==> config.mk <==
export PLATFORM = sky130hd
export DESIGN_NAME = ppm_cmd_decoder
export DESIGN_NICKNAME = d
export VERILOG_FILES = /design/src/rtl/ppm_pkg.sv /design/src/rtl/ppm_edge.sv /design/src/rtl/ppm_timebase.sv /design/src/rtl/ppm_stamp.sv /design/src/rtl/ppm_cmd_decoder.sv
export SDC_FILE = /design/constraint.sdc
export NUM_CORES = 1
export LEC_CHECK = 0
export BUFFER_PORTS_ARGS = -buffer_cell sky130_fd_sc_hd__buf_2
export CORE_MARGIN = 8
export CORE_UTILIZATION = 40
export DETAILED_ROUTE_END_ITERATION = 6
export GPL_ROUTABILITY_DRIVEN = 0
export GPL_TIMING_DRIVEN = 0
export PLACE_DENSITY = 0.62
export SLEW_MARGIN = 0
export SYNTH_ARGS = -nofsm -noshare
export SYNTH_HDL_FRONTEND = slang
export SYNTH_SLANG_ARGS = --single-unit
==> constraint.sdc <==
create_clock -name clk -period 6.8 [get_ports clk]
set_input_delay 1.36 -clock clk [delete_from_list [all_inputs] [get_ports clk]]
set_output_delay 1.36 -clock clk [all_outputs]
set_load 0.005 [all_outputs]
==> src/rtl/ppm_pkg.sv <==
package ppm_pkg;
    localparam int SLOT_TICKS      = 8;
    localparam int PAUSE_PHASE     = 4;
    localparam int SOF_TICKS       = 32;
    localparam int EOF_TICKS       = 16;
    localparam int SOF_FAST_GAP    = 24;
    localparam int SOF_SLOW_GAP    = 16;
    localparam int FAST_SYM_TICKS  = 32;
    localparam int SLOW_SYM_TICKS  = 2048;
    localparam int FAST_BYTE_TICKS = 128;
    localparam int SLOW_BYTE_TICKS = 2048;
    localparam int FAST_SHIFT      = $clog2(FAST_BYTE_TICKS);
    localparam int SLOW_SHIFT      = $clog2(SLOW_BYTE_TICKS);
    localparam int FRAME_OVERHEAD  = SOF_TICKS + EOF_TICKS;

    typedef enum logic [2:0] {
        ST_IDLE,
        ST_SOF_GAP,
        ST_SOF_TAIL,
        ST_DATA,
        ST_EOF_TAIL
    } dec_state_e;

    typedef enum logic {
        CODE_FAST = 1'b0,
        CODE_SLOW = 1'b1
    } coding_e;
endpackage

==> src/rtl/ppm_edge.sv <==
module ppm_edge (
    input  logic clk,
    input  logic rst,
    input  logic level_i,
    output logic rise_o
);
    logic level_q;

    // Held high in reset so a pause present at release is not an edge.
    always_ff @(posedge clk) begin
        if (rst) level_q <= 1'b1;
        else     level_q <= level_i;
    end

    assign rise_o = level_i & ~level_q;
endmodule

==> src/rtl/ppm_timebase.sv <==
module ppm_timebase #(
    parameter int TIME_W = 32
) (
    input  logic              clk,
    input  logic              rst,
    output logic [TIME_W-1:0] now_o
);
    always_ff @(posedge clk) begin
        if (rst) now_o <= '0;
        else     now_o <= now_o + 1'b1;
    end
endmodule

==> src/rtl/ppm_stamp.sv <==
module ppm_stamp #(
    parameter int TIME_W = 32,
    parameter int CNT_W  = 6
) (
    input  logic [TIME_W-1:0] end_tick_i,
    input  logic [CNT_W-1:0]  count_i,
    input  logic              slow_i,
    output logic [TIME_W-1:0] start_tick_o
);
    import ppm_pkg::*;

    logic [TIME_W-1:0] data_span;
    logic [TIME_W-1:0] count_w;

    assign count_w      = TIME_W'(count_i);
    assign data_span    = slow_i ? (count_w << SLOW_SHIFT) : (count_w << FAST_SHIFT);
    assign start_tick_o = end_tick_i - data_span - TIME_W'(FRAME_OVERHEAD);
endmodule

==> src/rtl/ppm_cmd_decoder.sv <==
module ppm_cmd_decoder #(
    parameter int TIME_W    = 32,
    parameter int MAX_BYTES = 32,
    localparam int CNT_W    = $clog2(MAX_BYTES + 1)
) (
    input  logic              clk,
    input  logic              rst,
    input  logic              pause_i,
    output logic              byte_vld_o,
    output logic [7:0]        byte_o,
    output logic              frame_done_o,
    output logic [TIME_W-1:0] eof_time_o,
    output logic [TIME_W-1:0] sof_time_o,
    output logic [CNT_W-1:0]  byte_count_o,
    output logic              slow_coding_o,
    output logic              active_o,
    output logic              err_grid_o,
    output logic              err_ovf_o
);
    import ppm_pkg::*;

    localparam int POS_W = $clog2(SLOW_SYM_TICKS);
    localparam int OFS_W = $clog2(SOF_TICKS) + 1;
    localparam int PH_W  = $clog2(SLOT_TICKS);

    dec_state_e        state_q, state_d;
    coding_e           coding_q;
    logic [OFS_W-1:0]  ofs_q;
    logic [POS_W-1:0]  pos_q;
    logic              got_q;
    logic [7:0]        slot_q;
    logic [1:0]        pair_q;
    logic [7:0]        asm_q;
    logic [CNT_W-1:0]  cnt_q;

    logic              rise;
    logic [TIME_W-1:0] now;
    logic [TIME_W-1:0] sof_calc;

    ppm_edge u_edge (
        .clk     (clk),
        .rst     (rst),
        .level_i (pause_i),
        .rise_o  (rise)
    );

    ppm_timebase #(.TIME_W(TIME_W)) u_time (
        .clk   (clk),
        .rst   (rst),
        .now_o (now)
    );

    ppm_stamp #(.TIME_W(TIME_W), .CNT_W(CNT_W)) u_stamp (
        .end_tick_i   (now),
        .count_i      (cnt_q),
        .slow_i       (coding_q == CODE_SLOW),
        .start_tick_o (sof_calc)
    );

    logic [POS_W-1:0] sym_last;
    logic             on_grid;
    logic [7:0]       slot_idx;
    logic [7:0]       byte_full;
    logic             byte_ends;

    assign sym_last  = (coding_q == CODE_SLOW) ? POS_W'(SLOW_SYM_TICKS - 1)
                                               : POS_W'(FAST_SYM_TICKS - 1);
    assign on_grid   = (pos_q[PH_W-1:0] == PH_W'(PAUSE_PHASE));
    assign slot_idx  = pos_q[POS_W-1:PH_W];
    assign byte_ends = (coding_q == CODE_SLOW) || (pair_q == 2'd3);
    assign byte_full = (coding_q == CODE_SLOW) ? slot_q
                     : (asm_q | ({6'b0, slot_q[1:0]} << {pair_q, 1'b0}));

    // Actions chosen by the transition logic.
    logic    a_start, a_code, a_take, a_commit, a_emit;
    logic    a_ovf, a_grid, a_eof, a_done, a_enter_data;
    coding_e code_sel;

    always_comb begin
        state_d      = state_q;
        a_start      = 1'b0;
        a_code       = 1'b0;
        code_sel     = CODE_FAST;
        a_take       = 1'b0;
        a_commit     = 1'b0;
        a_emit       = 1'b0;
        a_ovf        = 1'b0;
        a_grid       = 1'b0;
        a_eof        = 1'b0;
        a_done       = 1'b0;
        a_enter_data = 1'b0;
        unique case (state_q)
            ST_IDLE: begin
                if (rise) begin
                    a_start = 1'b1;
                    state_d = ST_SOF_GAP;
                end
            end
            ST_SOF_GAP: begin
                if (rise && ofs_q == OFS_W'(SOF_FAST_GAP)) begin
                    a_code   = 1'b1;
                    code_sel = CODE_FAST;
                    state_d  = ST_SOF_TAIL;
                end else if (rise && ofs_q == OFS_W'(SOF_SLOW_GAP)) begin
                    a_code   = 1'b1;
                    code_sel = CODE_SLOW;
                    state_d  = ST_SOF_TAIL;
                end else if (rise || ofs_q == OFS_W'(SOF_FAST_GAP)) begin
                    a_grid  = 1'b1;
                    state_d = ST_IDLE;
                end
            end
            ST_SOF_TAIL: begin
                if (rise) begin
                    a_grid  = 1'b1;
                    state_d = ST_IDLE;
                end else if (ofs_q == OFS_W'(SOF_TICKS - 1)) begin
                    a_enter_data = 1'b1;
                    state_d      = ST_DATA;
                end
            end
            ST_DATA: begin
                if (rise) begin
                    if (pos_q == '0 && pair_q == 2'd0) begin
                        a_eof   = 1'b1;
                        state_d = ST_EOF_TAIL;
                    end else if (on_grid && !got_q) begin
                        a_take = 1'b1;
                    end else begin
                        a_grid  = 1'b1;
                        state_d = ST_IDLE;
                    end
                end else if (pos_q == sym_last) begin
                    if (!got_q) begin
                        a_grid  = 1'b1;
                        state_d = ST_IDLE;
                    end else begin
                        a_commit = 1'b1;
                        if (byte_ends) begin
                            if (cnt_q == CNT_W'(MAX_BYTES)) begin
                                a_ovf   = 1'b1;
                                state_d = ST_IDLE;
                            end else begin
                                a_emit = 1'b1;
                            end
                        end
                    end
                end
            end
            ST_EOF_TAIL: begin
                if (rise) begin
                    a_grid  = 1'b1;
                    state_d = ST_IDLE;
                end else if (ofs_q == OFS_W'(EOF_TICKS)) begin
                    a_done  = 1'b1;
                    state_d = ST_IDLE;
                end
            end
            default: state_d = ST_IDLE;
        endcase
    end

    // State register.
    always_ff @(posedge clk) begin
        if (rst) state_q <= ST_IDLE;
        else     state_q <= state_d;
    end

    // Frame datapath: tick offsets, symbol position and byte assembly.
    always_ff @(posedge clk) begin
        if (rst) begin
            ofs_q    <= '0;
            pos_q    <= '0;
            got_q    <= 1'b0;
            slot_q   <= '0;
            pair_q   <= '0;
            asm_q    <= '0;
            cnt_q    <= '0;
            coding_q <= CODE_FAST;
        end else begin
            if (a_start) begin
                ofs_q <= OFS_W'(1);
                cnt_q <= '0;
            end else if (a_eof) begin
                ofs_q <= OFS_W'(1);
            end else if (state_q == ST_SOF_GAP || state_q == ST_SOF_TAIL ||
                         state_q == ST_EOF_TAIL) begin
                ofs_q <= ofs_q + 1'b1;
            end

            if (a_code) coding_q <= code_sel;

            if (a_enter_data) begin
                pos_q  <= '0;
                got_q  <= 1'b0;
                pair_q <= '0;
                asm_q  <= '0;
            end else if (state_q == ST_DATA) begin
                pos_q <= (pos_q == sym_last) ? '0 : pos_q + 1'b1;
                if (a_take) begin
                    got_q  <= 1'b1;
                    slot_q <= slot_idx;
                end else if (pos_q == sym_last) begin
                    got_q <= 1'b0;
                end
            end

            if (a_commit) begin
                if (byte_ends) begin
                    pair_q <= '0;
                    asm_q  <= '0;
                end else begin
                    pair_q <= pair_q + 1'b1;
                    asm_q  <= byte_full;
                end
            end

            if (a_emit) cnt_q <= cnt_q + 1'b1;
        end
    end

    // Registered outputs.
    always_ff @(posedge clk) begin
        if (rst) begin
            byte_vld_o   <= 1'b0;
            byte_o       <= '0;
            frame_done_o <= 1'b0;
            eof_time_o   <= '0;
            sof_time_o   <= '0;
            err_grid_o   <= 1'b0;
            err_ovf_o    <= 1'b0;
        end else begin
            byte_vld_o   <= a_emit;
            frame_done_o <= a_done;
            err_grid_o   <= a_grid;
            err_ovf_o    <= a_ovf;
            if (a_emit) byte_o <= byte_full;
            if (a_done) begin
                eof_time_o <= now;
                sof_time_o <= sof_calc;
            end
        end
    end

    assign byte_count_o  = cnt_q;
    assign slow_coding_o = (coding_q == CODE_SLOW);
    assign active_o      = (state_q != ST_IDLE);
endmodule

======== Word-level counts from Yosys, hierarchy flattened ========
Cells that the tools add are included.
Widths: inputs -> output; s select.
word-level totals
  output and inout bits ................... 84
  word-level logic and storage cells ...... 151
  bits in registers ....................... 155
operators by class
  muxes and demuxes ....................... 73
  add/sub/neg operators ................... 7
  shift operators ......................... 1
  bitwise logic cells ..................... 8
  eq/ne operators ......................... 19
  reduce and logical (&&, ||, !) cells .... 24
operators by type and width
  kind                   count
  $mux 3                 15
  $mux 1                 44
  $add 32x1->32 const B  1
  $mux 8                 4
  $sub 32x17->32         1
  $sub 32x6->32 const B  1
  $mux 11                2
  $eq 6x5->1 const B     3
  $mux 17                1
  $ne 4x4->1 const B     4
  $pmux 3 s5             1
  $add 6x1->6 const B    2
  $mux 6                 2
  $add 11x1->11 const B  1
  $eq 11x11->1           1
  $logic_not 11->1       1
  $or 8x8->8             1
  $reduce_and 8->1       1
  $shl 2x3->8            1
  $eq 3x2->1 const B     2
  $eq 3x3->1 const B     2
  $eq 6x6->1 const B     1
  $mux 2                 3
  $ne 3x3->1 const B     2
  other kinds (20)       35

======== Depth between registers and ports, before layout ========
Gate-level depths: netlist of run 1.
  depth after elaboration ................. 8
  mapped depth ............................ 14
  depth with buffers taken out ............ 11

======== Hierarchy ========
From an unflattened synthesis of run 1, not the netlist that was laid out.
unflattened totals
  cell total of the unflattened synthesis .. 1034
  area total of the unflattened synthesis .. 8261.7 um^2
modules (own cells, without submodules)
  module           cells an instance  times used  area each (um^2)
  ppm_cmd_decoder  623                1           5083.6
  ppm_stamp        235                1           1641.6
  ppm_timebase     173                1           1503.9
  ppm_edge         3                  1           32.5

======== Worst setup path before layout of run 1 ========
No wires, ideal clock.
  kind .................................... flip-flop to flip-flop
  start point ............................. reg coding_q (netlist: slow_coding_o)
  end point ............................... reg sof_time_o[26]
  period minus slack after synthesis ...... 3296 ps
  buffers on the path ..................... 3
  cell stages (with the launch flop) ...... 14
  setup slack ............................. 3504 ps
  arrival time ............................ 3205 ps
  path through ............................ dfxtp_1 > clkbuf_1 > clkbuf_1 > mux2_2 > ha_1 > inv_1 > ha_1 > a21oi_1 > o21ai_0 > nor2_1 > a211oi_1 > clkbuf_1 > or4_1 > a311oi_1
on the way
  cells in the longest elaborated chain, start to end .. 3
RTL lines
  what                    line                    RTL
  start, declared         ppm_cmd_decoder.sv:27   coding_e coding_q;
  start signal, assigned  ppm_cmd_decoder.sv:191  if (a_code) coding_q <= code_sel;
  $mux 17                 ppm_stamp.sv:16         assign data_span = slow_i ? (count_w << SLOW_SHIFT) : (count_w << FAST_SHIFT);
  $sub 32x17->32          ppm_stamp.sv:17         assign start_tick_o = end_tick_i - data_span - TIME_W'(FRAME_OVERHEAD);
  $sub 32x6->32           ppm_stamp.sv:17
  end signal, assigned    ppm_cmd_decoder.sv:240  sof_time_o <= sof_calc;
  end, declared           ppm_cmd_decoder.sv:13   output logic [TIME_W-1:0] sof_time_o,
No other way between the ends.
A chain may end at the register's enable or synchronous reset.

======== Worst setup path in the final report of run 1 ========
  start point ............................. reg coding_q (netlist: slow_coding_o)
  end point ............................... reg sof_time_o[18]
Same word-level chain as after synthesis.

==> results.txt, run 1 <==
----------------------------------------------------
[Clock tree]
  Total CTS buffers ... 17
  CTS sink count ... 153
  # resized after CTS ... 0
  Post-CTS Hold Fix Bufs ... 0
  CTS tree ... built
  Maximum clock insertion buffer count ... 2
  Clock root buffer ... sky130_fd_sc_hd__clkbuf_16
  Clock input transition at the sequential cells of the worst setup and hold paths ... 0.07 ns
  Level count of the clock H-tree ... 4
  Buffers inserted by post-CTS timing repair ... 0
  Clock network latency to the later pin of the worst-skew pair ... 0.44 ns

[Drt]
  Detailed-route vias per instance ... 5.25
  Amount of wire on met2 after detailed routing ... 10,400 um
  Routed length on met1 ... 10,400 um
  Starting DRT DRC Count ... 434
  Initial DRT Pass Iterations ... 5
  Routed length on met3 ... 1130 um
  Via count ... 7,172
  Aggregate routed wire length ... 22,300 um
  Highest Signal Layer ... met4
  Average detailed-routed wire length per instance ... 16.3 um
  Number of remaining DRC errors ... 0
  Number of antenna-violating nets in the routed design ... 0

[Yosys]
  Biggest area consumer among synthesized cells ... sky130_fd_sc_hd__dfxtp_1
  Sequential share of the synthesized area ... 38.6%
  Number of enable-type register cells in the synthesized netlist ... 0
  Gate Count Post-Synth ... 984
  Distinct cell type count of the synthesized netlist ... 65
  Flops & latches, synth ... 153
  YS warnings ... 0
  Async set-or-reset flop fraction in the synthesized netlist ... 0%
  Net Count, Synth ... 1,025
  Average size of a mapped cell ... 8.06 sq um
  Leading register cell type out of synthesis ... sky130_fd_sc_hd__dfxtp_1
  Leading cell types by total area after synthesis ... sky130_fd_sc_hd__dfxtp_1 (39%), sky130_fd_sc_hd__ha_1 (6.0%), sky130_fd_sc_hd__nand2_1 (5.7%)
  Yosys top cell area share ... 38.6%
  Cell area after synthesis ... 7930 sq um

[Floorplan]
  Vertical die dimension ... 157 um
  Die footprint ... 24,600 sq um
  Die width ... 157 um
  Count of standard-cell rows ... 51
  Initial Util ... 40.7%
  Core box area ... 19,500 sq um
  Top-Level Pins ... 87

[Timing]
  Ratio of final minimum period to clock period ... 61.1%
  Max Clk Rate ... 241 MHz
  Rel. slew slack ... 21.1%
  Summed negative setup slack over all endpoints ... 0 ns
  Final-report setup violation count ... 0
  RSZ-0062 raised after global routing ... no
  Number of slew-limit violations in the final report ... 0
  Hold violation count in the final report ... 0
  Worst Clk Skew ... 0.0140 ns
  Final worst path period need ... 4.15 ns
  Actual slew at the worst max-slew pin ... 1.17 ns

[Critical path]
  Crit start category ... flip-flop
  Data arrival time at the worst-slack endpoint ... 4.49 ns
  Largest fanout on the critical path ... 10
  Series of cell instances along the critical path ... clkbuf_1 -> clkbuf_1 -> mux2_2 -> ha_1 -> inv_1 -> ha_1 -> nand2_1 -> o21ai_0 -> nor2_1 -> a211oi_1 -> clkbuf_1 -> o21ai_0 -> a311oi_1
  Flop-to-flop setup slack ... 2.65 ns
  Required time reported for the critical path endpoint ... 7.13 ns
  Critical Path Slowest Stage Cell ... sky130_fd_sc_hd__clkbuf_1
  Critical Path Sink Type ... flip-flop
  Critical path depth ... 13
  Buffers & Inverters on Critical Path ... 4
  Critical Setup Path Class ... flip-flop to flip-flop
  Startpoint of the most critical setup path ... slow_coding_o
  Startpoint of the worst register-to-register path ... slow_coding_o
  Number of cell instances on the worst register-to-register path ... 13
  Cell mode on critical path ... sky130_fd_sc_hd__clkbuf_1
  Maximum single-stage delay on the critical path ... 0.50 ns
  Cell family with most CP delay ... buffers and inverters

[GRT]
  Aggregate global-route resource usage ... 18.6%
  Via count of the first global-routing pass ... 6,792
  Grt total ovfl ... 0
  Global-route wire length before repair ... 36,000 um
  Pin count of the biggest net entering global routing ... 17
  Initial antenna violation count ... 0

[Finish]
  Multi-input gate area ... 4440 sq um
  Share of layout cells above drive strength 1 ... 13.1%
  Fill cell count ... 1,968
  Total Nets Final ... 1,130
  Number of diodes added for antenna fixing ... 0
  Area taken by flip-flops and latches ... 3060 sq um
  Growth of design area from synthesis to finish ... 17.0%

[Power]
  Cell Int Power ... 1460 uW
  Net Switching ... 466 uW
  Seq pwr share ... 47.1%
  Share of total power in the clock network ... 49.3%
  Pwr Total ... 1920 uW
  Net switching fraction of the power ... 24.2%
  Worst vdd ir ... 0.176 mV
  Power density over the cells ... 207 nW/um^2
  Combinational cell fraction of total power ... 3.6%
  Leakage power of the design ... 0.00393 uW

[Min path]
  Hold Path Origin ... sof_time_o[14]
  WHS Path Cells ... 2
  Worst Hold Class ... flip-flop to flip-flop

[Job]
  Number of violations of the max-capacitance limit ... 0

[Outcome]
  Outcome ... finished, final reports clean

[Placement]
  Final HPWL from detailed placement ... 16,700 um
  Count of buffers inserted at the top-level ports ... 86

----------------------------------------------------
stage by stage:
stage | setup slack [ns] | instances | hold WS [ns] | util [%] | area (sq um)
6_report | 2.65 | 1367 | 0.452 | 47.7 | 9270
5_1_grt | 2.34 | 1367 | 0.477 | 47.7 | 9270
4_1_cts | 2.66 | 1367 | 0.451 | 47.7 | 9270
3_5_place_dp | 2.60 | 1335 | 0.443 | 44.6 | 8690
3_3_place_gp | 2.58 | 1335 | 0.440 | 44.6 | 8690
2_1_floorplan | 3.50 | 984 | 0.441 | - | 7930
area by class of cell:
| type | instances | share of cell area [%] |
|---|---|---|
| plain buffers | 58 | 2.52 |
| flip-flops and latches | 153 | 33.0 |
| well taps | 265 | 3.58 |
| clock inverters | 13 | 1.43 |
| inverters | 50 | 2.02 |
| multi-input cells | 723 | 47.9 |
| repair buffers | 86 | 4.64 |
| clock buffers | 19 | 4.88 |
flip-flops by register name, summed over array words and instances, names as in the netlist, 2 cells and up:
register and count:
sof_time_o 30, ofs_q 6, pair_q 2, byte_o 8, pos_q 11, u_time.now_o 32, slot_q 8, state_q 3
eof_time_o 32, asm_q 8, byte_count_o 6
final timing paths:
check,end
worst max-delay path,sof_time_o[18]
worst min-delay path,sof_time_o[14]
worst max register to register,sof_time_o[18]
worst min register to register,sof_time_o[14]
cells in the final DEF (no fill, tap or decap), types with 8 or more instances in the layout:
master                      instances
sky130_fd_sc_hd__o21ai_0           31
sky130_fd_sc_hd__xnor2_1           28
sky130_fd_sc_hd__clkbuf_16         17
sky130_fd_sc_hd__ha_1              38
sky130_fd_sc_hd__dfxtp_1          153
sky130_fd_sc_hd__nor4_1            11
sky130_fd_sc_hd__a21o_1            11
sky130_fd_sc_hd__nor3_1            19
sky130_fd_sc_hd__nand2_1          120
sky130_fd_sc_hd__or3_1             20
sky130_fd_sc_hd__or4_1             11
sky130_fd_sc_hd__mux2_2            10
sky130_fd_sc_hd__a22oi_1            8
sky130_fd_sc_hd__nand3_1           31
sky130_fd_sc_hd__and2_1            12
sky130_fd_sc_hd__mux2i_1           20
sky130_fd_sc_hd__nor2_1           117
sky130_fd_sc_hd__clkbuf_1          50
sky130_fd_sc_hd__xor2_1            21
sky130_fd_sc_hd__a21oi_1           74
sky130_fd_sc_hd__and3_1            11
sky130_fd_sc_hd__buf_2             87
sky130_fd_sc_hd__nand4_1           16
sky130_fd_sc_hd__a311oi_1           9
sky130_fd_sc_hd__inv_1             50
sky130_fd_sc_hd__nor2b_1           10
synthesized netlist by cell type, types with 12 or more instances:
library cell	count
sky130_fd_sc_hd__nand2_1	120
sky130_fd_sc_hd__nand3_1	31
sky130_fd_sc_hd__ha_1	38
sky130_fd_sc_hd__nor3_1	19
sky130_fd_sc_hd__inv_1	50
sky130_fd_sc_hd__mux2i_1	20
sky130_fd_sc_hd__xor2_1	21
sky130_fd_sc_hd__nor2_1	117
sky130_fd_sc_hd__xnor2_1	28
sky130_fd_sc_hd__clkbuf_1	50
sky130_fd_sc_hd__o21ai_0	31
sky130_fd_sc_hd__nand4_1	16
sky130_fd_sc_hd__or3_1	20
sky130_fd_sc_hd__a21oi_1	74
sky130_fd_sc_hd__and2_1	12
sky130_fd_sc_hd__dfxtp_1	153
routing by layer:
| metal | track usage, % | vias up |
|---|---|---|
| met4 | 6.09 | 0 |
| met1 | 24.0 | 3348 |
| li1 | - | 3629 |
| met5 | 0 | - |
| met2 | 30.6 | 170 |
| met3 | 3.81 | 25 |
power by group through the flow:
| stage | combinational [uW] | clock (uW) | sequential, uW |
|---|---|---|---|
| after global routing | 75.9 | 1010 | 906 |
| final | 68.3 | 948 | 906 |
| after CTS | 68.9 | 969 | 905 |
| after detailed placement | 68.5 | 0 | 926 |
| after floorplan | 48.2 | 0 | 925 |
| after global placement | 67.9 | 0 | 926 |
tightest hold or removal path, cell delays in order, from the launching register on:
cell and delay (ns):
sky130_fd_sc_hd__dfxtp_1 0.31, sky130_fd_sc_hd__nand2_1 0.05, sky130_fd_sc_hd__a21oi_1 0.05
cells by family after synthesis:
logic type,Yosys count,synth area share (%)
AND/OR/NAND/NOR,414,25.4
multiplexers,30,3.95
flip-flops,153,38.6
adder cells (fa/ha/maj),38,6.00
buffers and inverters,108,5.32
XOR/XNOR,49,5.41
AO/OA/AOI/OAI,192,15.3
Power figures use the tool's default switching activity.
==> run 2, diff against run 1 <==
--- a/config.mk
+++ b/config.mk
@@ -11,7 +11,7 @@
 export DETAILED_ROUTE_END_ITERATION = 6
 export GPL_ROUTABILITY_DRIVEN = 0
 export GPL_TIMING_DRIVEN = 0
-export PLACE_DENSITY = 0.62
+export PLACE_DENSITY = 0.64
 export SLEW_MARGIN = 0
 export SYNTH_ARGS = -nofsm -noshare
 export SYNTH_HDL_FRONTEND = slang
==> constraint.sdc (replaced) <==
create_clock -name clk -period 3.75 [get_ports clk]
set_input_delay 0.75 -clock clk [delete_from_list [all_inputs] [get_ports clk]]
set_output_delay 0.75 -clock clk [all_outputs]
set_load 0.005 [all_outputs]
==> results.txt, run 2 (synthesis results as in run 1) <==
----------------------------------------------------
[Outcome]
  Outcome ... finished, final reports clean (unchanged)

[GRT]
  Global-route met3 utilization ... 4.14% (was 3.81%)
  Via count of the first global-routing pass ... 6,965 (was 6,792)
  Global routing met1 resource utilization ... 23.8% (was 24.0%)
  Initial antenna violation count ... 0 (unchanged)
  Grt total ovfl ... 0 (unchanged)
  Met2 usage ... 30.1% (was 30.6%)
  Pin count of the biggest net entering global routing ... 17 (unchanged)
  Most Crowded Layer GR ... met2 (unchanged)
  Aggregate global-route resource usage ... 18.7% (was 18.6%)
  Global-route wire length before repair ... 36,300 um (was 36,000 um)

[Floorplan]
  Top-Level Pins ... 87 (unchanged)
  Initial Util ... 40.7% (unchanged)
  Core box area ... 19,500 sq um (unchanged)
  Count of standard-cell rows ... 51 (unchanged)
  Die width ... 157 um (unchanged)
  Vertical die dimension ... 157 um (unchanged)
  Die footprint ... 24,600 sq um (unchanged)

[Timing]
  Ratio of final minimum period to clock period ... 93.6% (was 61.1%)
  Number of slew-limit violations in the final report ... 0 (unchanged)
  Hold violation count in the final report ... 0 (unchanged)
  RSZ-0062 raised after global routing ... no (unchanged)
  Final-report setup violation count ... 0 (unchanged)
  Rel. slew slack ... 23.3% (was 21.1%)
  Worst Clk Skew ... 0.00824 ns (was 0.0140 ns)
  Max Clk Rate ... 285 MHz (was 241 MHz)
  Final worst path period need ... 3.51 ns (was 4.15 ns)
  Worst-case setup margin in the final layout ... 0.239 ns (was 2.65 ns)
  Actual slew at the worst max-slew pin ... 1.14 ns (was 1.17 ns)

[Finish]
  Number of diodes added for antenna fixing ... 0 (unchanged)
  Top Registers ... eof_time_o: 32 flops, u_time.now_o: 32 flops, sof_time_o: 30 flops (unchanged)
  Fill cell count ... 1,958 (was 1,968)
  Growth of design area from synthesis to finish ... 17.1% (was 17.0%)
  Multi-input gate area ... 4440 sq um (unchanged)
  Commonest non-fill, non-tap cell in the layout ... sky130_fd_sc_hd__dfxtp_1 (unchanged)
  Share of layout cells above drive strength 1 ... 13.4% (was 13.1%)
  Non-Filler Instances ... 1,366 (was 1,367)
  Highest-count cells in the layout ignoring fill and taps ... sky130_fd_sc_hd__dfxtp_1 (152), sky130_fd_sc_hd__nand2_1 (120), sky130_fd_sc_hd__nor2_1 (117) (was sky130_fd_sc_hd__dfxtp_1 (153), sky130_fd_sc_hd__nand2_1 (120), sky130_fd_sc_hd__nor2_1 (117))
  Total Nets Final ... 1,129 (was 1,130)
  Area taken by flip-flops and latches ... 3060 sq um (about the same)

[Clock tree]
  Post-CTS Hold Fix Bufs ... 0 (unchanged)
  CTS sink count ... 153 (unchanged)
  Clock network latency to the later pin of the worst-skew pair ... 0.43 ns (was 0.44 ns)
  Clock input transition at the sequential cells of the worst setup and hold paths ... 0.06 ns (was 0.07 ns)
  # resized after CTS ... 4 (was 0)
  Level count of the clock H-tree ... 4 (unchanged)
  Clock root buffer ... sky130_fd_sc_hd__clkbuf_16 (unchanged)
  Maximum clock insertion buffer count ... 2 (unchanged)
  Buffers inserted by post-CTS timing repair ... 0 (unchanged)
  Total CTS buffers ... 17 (unchanged)
  CTS tree ... built (unchanged)

[Min path]
  Worst Hold Class ... flip-flop to flip-flop (unchanged)

[Power]
  Power density over the cells ... 375 nW/um^2 (was 207 nW/um^2)
  Worst vdd ir ... 0.251 mV (was 0.176 mV)
  Leakage power of the design ... 0.00394 uW (was 0.00393 uW)
  Pwr Total ... 3480 uW (was 1920 uW)

[Drt]
  Detailed-route vias per instance ... 5.29 (was 5.25)
  Aggregate routed wire length ... 22,300 um (about the same)
  Via count ... 7,220 (was 7,172)
  Starting DRT DRC Count ... 480 (was 434)
  Number of antenna-violating nets in the routed design ... 0 (unchanged)
  Initial DRT Pass Iterations ... 5 (unchanged)
  Number of remaining DRC errors ... 0 (unchanged)
  Average detailed-routed wire length per instance ... 16.4 um (was 16.3 um)

[Critical path]
  Critical Path Slowest Stage Cell ... sky130_fd_sc_hd__dfxtp_2 (was sky130_fd_sc_hd__clkbuf_1)
  Crit start category ... flip-flop (unchanged)
  Data arrival time at the worst-slack endpoint ... 3.83 ns (was 4.49 ns)
  Series of cell instances along the critical path ... clkbuf_4 -> mux2_2 -> ha_1 -> inv_1 -> ha_1 -> nand2_1 -> o21ai_0 -> nor2_1 -> a211oi_1 -> clkbuf_2 -> o21ai_0 -> a311oi_1 (was clkbuf_1 -> clkbuf_1 -> mux2_2 -> ha_1 -> inv_1 -> ha_1 -> nand2_1 -> o21ai_0 -> nor2_1 -> a211oi_1 -> clkbuf_1 -> o21ai_0 -> a311oi_1)
  Critical Setup Path Class ... flip-flop to flip-flop (unchanged)
  Critical Path Sink Type ... flip-flop (unchanged)
  Required time reported for the critical path endpoint ... 4.07 ns (was 7.13 ns)
  Maximum single-stage delay on the critical path ... 0.44 ns (was 0.50 ns)
  Largest fanout on the critical path ... 10 (unchanged)

[Placement]
  Count of buffers inserted at the top-level ports ... 86 (unchanged)
  Final HPWL from detailed placement ... 16,600 um (was 16,700 um)
  Placed Instances ... 1,335 (unchanged)
  Place WS ... -0.323 ns (was 2.60 ns)

[Job]
  Number of violations of the max-capacitance limit ... 0 (unchanged)

----------------------------------------------------
[run 2: final cells by class]
class,count,share of cell area [%]
multi-input combinational,723,47.9
timing repair buffer,86,4.64
buffer,57,2.55
clock inverter,14,1.59
clock buffer,18,4.73
sequential,153,33.0
tap,265,3.57
inverter,50,2.02
[run 2: worst paths after layout]
check	startpoint	endpoint	slack [ns]	cells after the start
worst min-delay path	eof_time_o[25]	eof_time_o[25]	0.45	2
worst max register to register	slow_coding_o	sof_time_o[18]	0.24	12
worst max-delay path	slow_coding_o	sof_time_o[18]	0.24	12
worst min register to register	eof_time_o[25]	eof_time_o[25]	0.45	2
[run 2: worst max-delay path: cells and delay by family, from the launching register on]
family,cells,cell delay [ns]
mux,1,0.38
buf+inv,3,0.61
flops,1,0.44
simple gates,2,0.22
compound gates,4,1.13
fa+ha+maj,2,0.64
[run 2: metrics by stage]
stage               cell area [sq um]  hold WS (ns)  TNS, ns  utilization [%]
floorplan                        7930         0.441        0                -
global placement                 8690         0.441    -1.39             44.6
detailed placement               8690         0.446    -1.65             44.6
CTS                              9280         0.453        0             47.7
global route                     9280         0.475        0             47.7
finish                           9280         0.454        0             47.7
[run 2: where the power goes]
group	switching, uW	internal [uW]
Combinational	82.6	40.5
Sequential	8.92	1630
Clock	715	1000
Total	807	2680
[run 2: routing by layer]
metal / share of wire, % / vias up
met5: 0 / -
met4: 2.5 / 0
met3: 6.2 / 38
met2: 46 / 197
met1: 46 / 3343
li1: - / 3642
==> run 3, diff against run 2 <==
--- a/config.mk
+++ b/config.mk
@@ -11,7 +11,7 @@
 export DETAILED_ROUTE_END_ITERATION = 6
 export GPL_ROUTABILITY_DRIVEN = 0
 export GPL_TIMING_DRIVEN = 0
-export PLACE_DENSITY = 0.64
+export PLACE_DENSITY = 0.59
 export SLEW_MARGIN = 0
 export SYNTH_ARGS = -nofsm -noshare
 export SYNTH_HDL_FRONTEND = slang
==> results.txt, run 3 (synthesis results as in run 1) <==
----------------------------------------------------
[Finish]
  Growth of design area from synthesis to finish ... 17.0% (was 17.1%)
  Top Registers ... eof_time_o: 32 flops, u_time.now_o: 32 flops, sof_time_o: 30 flops (unchanged)
  Final cell utilization of the core ... 47.6% (was 47.7%)
  Number of diodes added for antenna fixing ... 0 (unchanged)
  Commonest non-fill, non-tap cell in the layout ... sky130_fd_sc_hd__dfxtp_1 (unchanged)
  Total Nets Final ... 1,129 (unchanged)
  Share of layout cells above drive strength 1 ... 13.5% (was 13.4%)
  Non-Filler Instances ... 1,366 (unchanged)
  Highest-count cells in the layout ignoring fill and taps ... sky130_fd_sc_hd__dfxtp_1 (152), sky130_fd_sc_hd__nand2_1 (120), sky130_fd_sc_hd__nor2_1 (117) (unchanged)

[Critical path]
  Cell mode on critical path ... sky130_fd_sc_hd__ha_1
  Critical Path Slowest Stage Cell ... sky130_fd_sc_hd__dfxtp_2 (unchanged)
  End of the worst register-to-register path ... sof_time_o[26] (was sof_time_o[18])
  Largest fanout on the critical path ... 10 (unchanged)
  Number of cell instances on the worst register-to-register path ... 12 (unchanged)
  Critical Path Sink Type ... flip-flop (unchanged)
  Maximum single-stage delay on the critical path ... 0.46 ns (was 0.44 ns)
  Series of cell instances along the critical path ... clkbuf_4 -> mux2_2 -> ha_1 -> inv_1 -> ha_1 -> a21oi_1 -> o21ai_1 -> nor2_1 -> a211oi_2 -> clkbuf_2 -> or4_1 -> a311oi_1 (was clkbuf_4 -> mux2_2 -> ha_1 -> inv_1 -> ha_1 -> nand2_1 -> o21ai_0 -> nor2_1 -> a211oi_1 -> clkbuf_2 -> o21ai_0 -> a311oi_1)
  Startpoint of the worst register-to-register path ... slow_coding_o (unchanged)
  Required time reported for the critical path endpoint ... 4.09 ns (was 4.07 ns)
  Flop-to-flop setup slack ... 0.29 ns (was 0.24 ns)
  Crit start category ... flip-flop (unchanged)
  Critical Setup Path Class ... flip-flop to flip-flop (unchanged)
  Data arrival time at the worst-slack endpoint ... 3.80 ns (was 3.83 ns)

[Timing]
  Final-report setup violation count ... 0 (unchanged)
  Summed negative setup slack over all endpoints ... 0 ns (unchanged)
  Ratio of final minimum period to clock period ... 92.4% (was 93.6%)
  RSZ-0062 raised after global routing ... no (unchanged)
  Number of slew-limit violations in the final report ... 0 (unchanged)
  Max Clk Rate ... 289 MHz (was 285 MHz)
  Worst Clk Skew ... 0.00795 ns (was 0.00824 ns)
  Final worst path period need ... 3.46 ns (was 3.51 ns)
  Final worst hold slack ... 0.449 ns (was 0.454 ns)
  Rel. slew slack ... 21.0% (was 23.3%)
  Hold violation count in the final report ... 0 (unchanged)
  Actual slew at the worst max-slew pin ... 1.18 ns (was 1.14 ns)

[Clock tree]
  CTS sink count ... 153 (unchanged)
  Total CTS buffers ... 17 (unchanged)
  Clock root buffer ... sky130_fd_sc_hd__clkbuf_16 (unchanged)
  Clock network latency to the later pin of the worst-skew pair ... 0.43 ns (about the same)
  Post-CTS Hold Fix Bufs ... 0 (unchanged)
  Level count of the clock H-tree ... 4 (unchanged)
  Clock input transition at the sequential cells of the worst setup and hold paths ... 0.07 ns (was 0.06 ns)
  CTS tree ... built (unchanged)
  Maximum clock insertion buffer count ... 2 (unchanged)

[Floorplan]
  Top-Level Pins ... 87 (unchanged)
  Die footprint ... 24,600 sq um (unchanged)
  Die width ... 157 um (unchanged)
  Vertical die dimension ... 157 um (unchanged)
  Count of standard-cell rows ... 51 (unchanged)
  Core box area ... 19,500 sq um (unchanged)
  Initial Util ... 40.7% (unchanged)

[GRT]
  Global routing met1 resource utilization ... 24.6% (was 23.8%)
  Grt total ovfl ... 0 (unchanged)
  Most Crowded Layer GR ... met2 (unchanged)
  Via count of the first global-routing pass ... 6,844 (was 6,965)
  Global-route met3 utilization ... 3.56% (was 4.14%)
  Pin count of the biggest net entering global routing ... 17 (unchanged)
  Global-route wire length before repair ... 36,600 um (was 36,300 um)
  Initial antenna violation count ... 0 (unchanged)
  Met2 usage ... 30.7% (was 30.1%)
  Aggregate global-route resource usage ... 18.8% (was 18.7%)

[Drt]
  Number of antenna-violating nets in the routed design ... 0 (unchanged)
  Average detailed-routed wire length per instance ... 16.6 um (was 16.4 um)
  Detailed-route vias per instance ... 5.30 (was 5.29)
  Via count ... 7,245 (was 7,220)
  Initial DRT Pass Iterations ... 5 (unchanged)
  Starting DRT DRC Count ... 431 (was 480)
  Number of remaining DRC errors ... 0 (unchanged)
  Aggregate routed wire length ... 22,700 um (was 22,300 um)

[Job]
  Number of violations of the max-capacitance limit ... 0 (unchanged)

[Outcome]
  Outcome ... finished, final reports clean (unchanged)

[Min path]
  Worst Hold Class ... flip-flop to flip-flop (unchanged)
  Hold Path Origin ... sof_time_o[7] (was eof_time_o[25])
  WHS Path Cells ... 2 (unchanged)
  Hold EP ... sof_time_o[7] (was eof_time_o[25])

[Placement]
  Count of buffers inserted at the top-level ports ... 86 (unchanged)
  Placed Instances ... 1,335 (unchanged)
  Final HPWL from detailed placement ... 17,000 um (was 16,600 um)

[Power]
  Leakage power of the design ... 0.00392 uW (was 0.00394 uW)
  Power density over the cells ... 373 nW/um^2 (was 375 nW/um^2)
  Worst vdd ir ... 0.295 mV (was 0.251 mV)

----------------------------------------------------
-- run 3: routing by layer --
metal | up-vias | part of all wire, %
li1 | 3623 | -
met1 | 3421 | 47
met2 | 177 | 47
met3 | 24 | 5.2
met4 | 0 | 1.4
met5 | - | 0
-- run 3: worst max-delay path by stage --
stage,from,endpoint,slack [ns],depth (start not counted)
floorplan,slow_coding_o,sof_time_o[26],0.45,13
global placement,slow_coding_o,sof_time_o[18],-0.38,13
detailed placement,slow_coding_o,sof_time_o[18],-0.39,13
CTS,slow_coding_o,sof_time_o[26],0.14,12
global route,slow_coding_o,sof_time_o[18],0.02,12
finish,slow_coding_o,sof_time_o[26],0.29,12
-- run 3: worst max-delay path, delay by kind of cell, from the launching register on --
family	cells	cell delay (ns)
mux	1	0.38
fa+ha+maj	2	0.62
buf+inv	3	0.55
simple gates	2	0.59
compound gates	4	0.76
flops	1	0.46
-- run 3: metrics by stage --
stage | total power, uW | worst slack [ns] | cell area (sq um)
floorplan | 1760 | 0.454 | 7930
global placement | 1800 | -0.385 | 8690
detailed placement | 1800 | -0.395 | 8690
CTS | 3480 | 0.139 | 9270
global route | 3570 | 0.0222 | 9270
finish | 3460 | 0.285 | 9270
-- run 3: layout make-up --
cell class / count / area (sq um)
fillers: 1960 / 10200
inverters: 50 / 188
clock buffers: 19 / 453
well taps: 265 / 332
repair buffers: 86 / 430
flip-flops and latches: 153 / 3060
plain buffers: 57 / 236
multi-input cells: 723 / 4450
clock inverters: 13 / 120
-- run 3: where the power goes --
group	switching [uW]	internal, uW
combinational	83.7	40.8
sequential	9.03	1630
clock	737	951
total	830	2630
-- run 3: timing repair --
action | in CTS | in global routing
buffers inserted | 0 | 0
gates resized for setup | 3 | 7
pin swaps | 0 | 0
setup endpoints to repair | 13 | 10
